$ cat src/rtl/reqPkg.sv
package reqPkg;

  // Strobes passed from the control sequencer to the datapath.
  typedef struct packed {
    logic captureIn;  // register rectified lanes from the input
    logic searchEn;   // register leading-one shift and aligned lanes
    logic emitEn;     // register truncated lanes and shift onto outputs
  } reqStrobes_t;

endpackage

$ cat src/rtl/reqCtrl.sv
module reqCtrl
  import reqPkg::*;
#(
  parameter int TREE_DEPTH = 3
) (
  input  logic        clk,
  input  logic        rstN,
  input  logic        inValid,
  output reqStrobes_t strobes,
  output logic        outValid
);

  localparam int STAGES = TREE_DEPTH + 3;

  // validPipe[k] is high when stage k holds a live vector
  logic [STAGES-1:0] validPipe;

  always_ff @(posedge clk or negedge rstN) begin
    if (!rstN) begin
      validPipe <= '0;
    end else begin
      validPipe <= {validPipe[STAGES-2:0], inValid};
    end
  end

  always_comb begin
    strobes.captureIn = inValid;
    strobes.searchEn  = validPipe[TREE_DEPTH];
    strobes.emitEn    = validPipe[TREE_DEPTH+1];
  end

  assign outValid = validPipe[STAGES-1];

endmodule

$ cat src/rtl/reqMaxTree.sv
module reqMaxTree #(
  parameter int LANES = 8,
  parameter int W     = 32
) (
  input  logic               clk,
  input  logic               rstN,
  input  logic [LANES*W-1:0] leaves,
  output logic [W-1:0]       maxOut
);

  // Heap-ordered nodes: node 1 is the root, children of k are 2k and 2k+1.
  // Indices at or above LANES refer to the leaf lanes.
  logic [W-1:0] node  [1:LANES-1];
  logic [W-1:0] leftV [1:LANES-1];
  logic [W-1:0] rightV[1:LANES-1];

  always_comb begin
    for (int k = 1; k < LANES; k++) begin
      if (2 * k >= LANES) begin
        leftV[k]  = leaves[(2*k - LANES) * W +: W];
        rightV[k] = leaves[(2*k + 1 - LANES) * W +: W];
      end else begin
        leftV[k]  = node[2*k];
        rightV[k] = node[2*k + 1];
      end
    end
  end

  // One register per node: each tree level adds one cycle.
  always_ff @(posedge clk or negedge rstN) begin
    if (!rstN) begin
      for (int k = 1; k < LANES; k++) node[k] <= '0;
    end else begin
      for (int k = 1; k < LANES; k++)
        node[k] <= (leftV[k] > rightV[k]) ? leftV[k] : rightV[k];
    end
  end

  assign maxOut = node[1];

endmodule

$ cat src/rtl/reqLeadOne.sv
module reqLeadOne #(
  parameter int W     = 32,
  parameter int OUT_W = 8
) (
  input  logic                 clk,
  input  logic                 rstN,
  input  logic                 loadEn,
  input  logic [W-1:0]         value,
  output logic [$clog2(W)-1:0] shiftOut
);

  localparam int SHW = $clog2(W);

  // Binary search for the highest set bit: each step halves the window.
  function automatic logic [SHW-1:0] topBit(input logic [W-1:0] x);
    logic [W-1:0]   rem;
    logic [SHW-1:0] pos;
    rem = x;
    pos = '0;
    for (int s = SHW - 1; s >= 0; s--) begin
      if ((rem >> (1 << s)) != '0) begin
        pos = pos + SHW'(1 << s);
        rem = rem >> (1 << s);
      end
    end
    return pos;
  endfunction

  logic [SHW-1:0] topPos;
  logic [SHW-1:0] shiftNext;

  always_comb begin
    topPos = topBit(value);
    if (value == '0 || topPos < SHW'(OUT_W - 1)) shiftNext = '0;
    else shiftNext = topPos - SHW'(OUT_W - 1);
  end

  always_ff @(posedge clk or negedge rstN) begin
    if (!rstN) shiftOut <= '0;
    else if (loadEn) shiftOut <= shiftNext;
  end

endmodule

$ cat src/rtl/reqDatapath.sv
module reqDatapath
  import reqPkg::*;
#(
  parameter int NUM_LANES = 8,
  parameter int IN_W      = 32,
  parameter int OUT_W     = 8
) (
  input  logic                       clk,
  input  logic                       rstN,
  input  reqStrobes_t                strobes,
  input  logic [NUM_LANES*IN_W-1:0]  inData,
  output logic [NUM_LANES*OUT_W-1:0] outData,
  output logic [$clog2(IN_W)-1:0]    outShift
);

  localparam int TREE_DEPTH = $clog2(NUM_LANES);
  localparam int SHW        = $clog2(IN_W);
  localparam int VEC_W      = NUM_LANES * IN_W;

  logic [VEC_W-1:0]           reluNext;
  logic [VEC_W-1:0]           reluQ;
  logic [VEC_W-1:0]           lanePipe [1:TREE_DEPTH];
  logic [VEC_W-1:0]           alignedQ;
  logic [IN_W-1:0]            layerMax;
  logic [SHW-1:0]             shiftQ;
  logic [NUM_LANES*OUT_W-1:0] truncNext;

  // Rectifier per lane
  for (genvar j = 0; j < NUM_LANES; j++) begin : gRelu
    assign reluNext[j*IN_W +: IN_W] =
      inData[j*IN_W + IN_W - 1] ? '0 : inData[j*IN_W +: IN_W];
  end

  always_ff @(posedge clk or negedge rstN) begin
    if (!rstN) reluQ <= '0;
    else if (strobes.captureIn) reluQ <= reluNext;
  end

  reqMaxTree #(
    .LANES (NUM_LANES),
    .W     (IN_W)
  ) uTree (
    .clk    (clk),
    .rstN   (rstN),
    .leaves (reluQ),
    .maxOut (layerMax)
  );

  // Lanes ride alongside the comparator tree, one register per tree level.
  always_ff @(posedge clk or negedge rstN) begin
    if (!rstN) begin
      for (int t = 1; t <= TREE_DEPTH; t++) lanePipe[t] <= '0;
    end else begin
      lanePipe[1] <= reluQ;
      for (int t = 2; t <= TREE_DEPTH; t++) lanePipe[t] <= lanePipe[t-1];
    end
  end

  reqLeadOne #(
    .W     (IN_W),
    .OUT_W (OUT_W)
  ) uLead (
    .clk      (clk),
    .rstN     (rstN),
    .loadEn   (strobes.searchEn),
    .value    (layerMax),
    .shiftOut (shiftQ)
  );

  always_ff @(posedge clk or negedge rstN) begin
    if (!rstN) alignedQ <= '0;
    else if (strobes.searchEn) alignedQ <= lanePipe[TREE_DEPTH];
  end

  // Keep the OUT_W-bit window starting at the chosen shift
  for (genvar j = 0; j < NUM_LANES; j++) begin : gTrunc
    assign truncNext[j*OUT_W +: OUT_W] =
      OUT_W'(alignedQ[j*IN_W +: IN_W] >> shiftQ);
  end

  always_ff @(posedge clk or negedge rstN) begin
    if (!rstN) begin
      outData  <= '0;
      outShift <= '0;
    end else if (strobes.emitEn) begin
      outData  <= truncNext;
      outShift <= shiftQ;
    end
  end

endmodule

$ cat src/rtl/layerRequant.sv
module layerRequant
  import reqPkg::*;
#(
  parameter int NUM_LANES = 8,
  parameter int IN_W      = 32,
  parameter int OUT_W     = 8
) (
  input  logic                       clk,
  input  logic                       rstN,
  input  logic                       inValid,
  input  logic [NUM_LANES*IN_W-1:0]  inData,
  output logic                       outValid,
  output logic [NUM_LANES*OUT_W-1:0] outData,
  output logic [$clog2(IN_W)-1:0]    outShift
);

  localparam int TREE_DEPTH = $clog2(NUM_LANES);

  reqStrobes_t strobes;

  reqCtrl #(
    .TREE_DEPTH (TREE_DEPTH)
  ) uCtrl (
    .clk      (clk),
    .rstN     (rstN),
    .inValid  (inValid),
    .strobes  (strobes),
    .outValid (outValid)
  );

  reqDatapath #(
    .NUM_LANES (NUM_LANES),
    .IN_W      (IN_W),
    .OUT_W     (OUT_W)
  ) uData (
    .clk      (clk),
    .rstN     (rstN),
    .strobes  (strobes),
    .inData   (inData),
    .outData  (outData),
    .outShift (outShift)
  );

endmodule

$ cat config.mk
export PLATFORM = sky130hd
export DESIGN_NAME = layerRequant
export DESIGN_NICKNAME = d
export VERILOG_FILES = /design/src/rtl/reqPkg.sv /design/src/rtl/reqCtrl.sv /design/src/rtl/reqMaxTree.sv /design/src/rtl/reqLeadOne.sv /design/src/rtl/reqDatapath.sv /design/src/rtl/layerRequant.sv
export SDC_FILE = /design/constraint.sdc
export NUM_CORES = 2
export LEC_CHECK = 0
export CAP_MARGIN = 10
export CORE_MARGIN = 3
export CORE_UTILIZATION = 38
export DETAILED_ROUTE_END_ITERATION = 10
export DONT_BUFFER_PORTS = 1
export PLACE_DENSITY = 0.51
export REMOVE_ABC_BUFFERS = 1
export SYNTH_ARGS = -nofsm -noshare
export SYNTH_HDL_FRONTEND = slang
export SYNTH_SLANG_ARGS = --single-unit
$ cat constraint.sdc
create_clock -name clk -period 3.1 [get_ports clk]
set_input_delay 0.62 -clock clk [delete_from_list [all_inputs] [get_ports clk]]
set_output_delay 0.62 -clock clk [all_outputs]
set_load 0.005 [all_outputs]
==> flow_summary.ini <==
[cells_and_area]
layout_commonest_cell = dfrtp_1
drive_gt1_share_pct = 16.51
final_cell_mix = dfrtp_1, inv_1, o21ai_0
nFillCells = 14830
area_delta_synth_final_pct = 18.37
fin_nets = 5609

[die]
coreArea_mm2 = 0.1637
die_h_um = 413.2
ios = 329
rows = 148
die_area_mm2 = 0.1708
start_util_pct = 38.50
die_x_um = 413.2

[placement]
hpwl_mm = 129.6
pre_cts_ws_ns = 0.1003
gp_congestion = 0.8754
io_buffers = 0

[detailed_routing]
drc = 0
drtIter0Drc = 2491
first_pass_iters = 6
viasPerCell = 5.176
wl_per_cell_um = 24.08
vias = 38510
drt_wl_total_mm = 179.2
postRouteAntennaNets = 0

[synth]
synth_top_area_share_pct = 60.99
synthTopCellsByArea = dfrtp_1, mux2_2, ha_1, mux2i_1, mux4_2
avgSynthCellArea_um2 = 13.10
netlist_instances = 4812
synth_area_mm2 = 0.06302
yosys_warnings = 0
ys.flop_type = dfrtp_1
synth_edf_count = 0
async_reset_ff_share_pct = 100.0
ys_ff_latch = 1536
ys_types = 74
ys_seq_area_share_pct = 60.99
synth_top_area_cell = dfrtp_1

[clocking]
cts_max_level = 4
clockBufferDepth = 3
clock_latency_ns = 0.78
tritoncts = done
clkTransAtPathRegs_ns = 0.06
cts_root_buf = clkbuf_16
cts_sinks = 1536
cts_inserted_buffers = 163

[global_route]
first_global_vias = 39670
grt-ovfl-total = 0
grt_first_pass_wirelength_mm = 266.4
track_usage_pct = 21.11
grt_antenna_before_repair = 7
grt_max_degree = 436

[hold_path]
hold_path.class = in -> reg

[worst_setup_path]
crit_chain = inv_1, ha_1, or4_1, o21ai_0, a311oi_1, or4_1, a2111oi_2, a21o_4, buf_12, mux2_1
critPathMaxFanout = 23
critPathArrivalTime_ns = 3.65
required_ns = 3.75
endpoint_kind = flop
critPathLaunchType = flop
slowest_stage = or4_1
cpPeakStageDelay_ns = 0.47
critPathKind = reg -> reg
crit_top_cell = or4_1

[sta]
rsz0062_at_grt = no
period_share_pct = 96.78
drv_slew = 0
setup_ws_ns = 0.09978
hold_viol = 0
fmax_ghz = 0.3333
max_slew_margin_pct = 35.13
finalSetupViolations = 0
layout_min_cycle_time_ns = 3.000
tightest_slew_ns = 0.9707
fin_skew_ns = 0.02451

[power_and_ir_drop]
ir_worst_vdd_mv = 0.6434
leakagePower_nw = 34.19
total_power_mw = 62.01
p_per_area_mw_per_mm2 = 831.2

[flow_run]
max-cap-violations = 0

[status]
status = finished clean
-- path summary, 6_finish.rpt --
check,startpoint,endpoint,slack [ns],cells after the start
min in group asynchronous,rstN,uData.reluQ[169],0.38,2
max,uData.uTree.node[132],uData.uTree.maxOut[30],0.1,10
max in group asynchronous,rstN,uData.outShift[2],1.60,4
max reg2reg,uData.uTree.node[132],uData.uTree.maxOut[30],0.1,10
min reg2reg,uData.lanePipe[685],uData.lanePipe[429],0.34,0
min,inData[235],uData.reluQ[235],0.05,2
-- power by group --
group / internal [mW] / total [mW] / switching [mW]
clock: 11.5 / 19.5 / 7.94
combinational: 7.79 / 17.1 / 9.34
sequential: 22.6 / 25.4 / 2.77
-- cell families (layout without fill, tap and decap cells) --
logic type	count (synthesis)	after routing	synth area share [%]
AOI/OAI and AO/OA	846	846	7.983
xor gates and xnor gates	1	1	0.01390
adders and majority gates	218	218	4.328
buffers and inverters	622	1069	3.919
DFF	1536	1536	60.99
muxes	785	785	15.74
other	0	6	0
and+or+nand+nor	804	804	7.024
-- synth_stat cells (60+ instances only) --
cell type and count:
ha_1 218, mux2_1 101, mux2_2 272, a21oi_1 173
buf_2 60, nor2_1 128, dfrtp_1 1536, mux2i_1 267
clkbuf_1 168, inv_1 349, o21ai_1 82, mux4_2 116
o21ai_0 329, nand3b_1 244, nand2_1 235
-- per-stage QoR --
step	utilization [%]	instances	hold WS (ns)	setup TNS (ns)	cell area (um^2)
6_report	45.57	7440	0.05282	0	74600
5_1_grt	45.57	7436	0.01332	0	74590
4_1_cts	45.52	7431	0.0002699	0	74520
3_5_place_dp	40.58	6872	0.3347	0	66440
3_3_place_gp	40.58	6872	0.3313	0	66440
2_1_floorplan	-	4544	0.3244	-1358.99	61880
-- layer usage --
layer  vias up  track usage (%)  part of all wire [%]
met5         -                0                0.0073
met4         2            7.102                   3.3
met3       266            4.025                   4.8
met2       832            33.21                    46
met1     19750            29.37                    46
li1      17670                -                     -
-- layout make-up --
cell class              count  area [um^2]  share of cell area (%)
inverters                 354         1335                   1.790
clock buffers             238         4850                   6.501
well taps                2175         2721                   3.648
repair buffers            423         4432                   5.941
flip-flops and latches   1536        38460                   51.56
multi-input cells        2654        22240                   29.81
diodes                      6        15.01                 0.02013
clock inverters            54        541.8                  0.7262
-- worst max-delay path, delay by kind of cell (launching register included) --
kind            cells  cell delay, ns
flops               1            0.35
fa+ha+maj           1            0.30
simple gates        2            0.91
compound gates      4            0.70
buf+inv             2            0.25
mux                 1            0.34
-- repair_timing --
action                                  4_1_cts  5_1_grt
endpoints found under the hold margin       227        0
endpoints found under the setup margin        0       49
hold buffers                                267        0
setup buffers                                 0        3
resized for setup                             0        7
-- sequential cells by signal (all words and copies together), names as in the netlist --
register / count
uCtrl.validPipe: 6
uData.alignedQ: 248
uData.lanePipe: 744
uData.outData: 64
uData.outShift: 5
uData.reluQ: 248
uData.uLead.shiftOut: 5
uData.uTree.leftV: 93
uData.uTree.maxOut: 30
uData.uTree.node: 93
No activity file was read; power rests on OpenSTA's default activity.
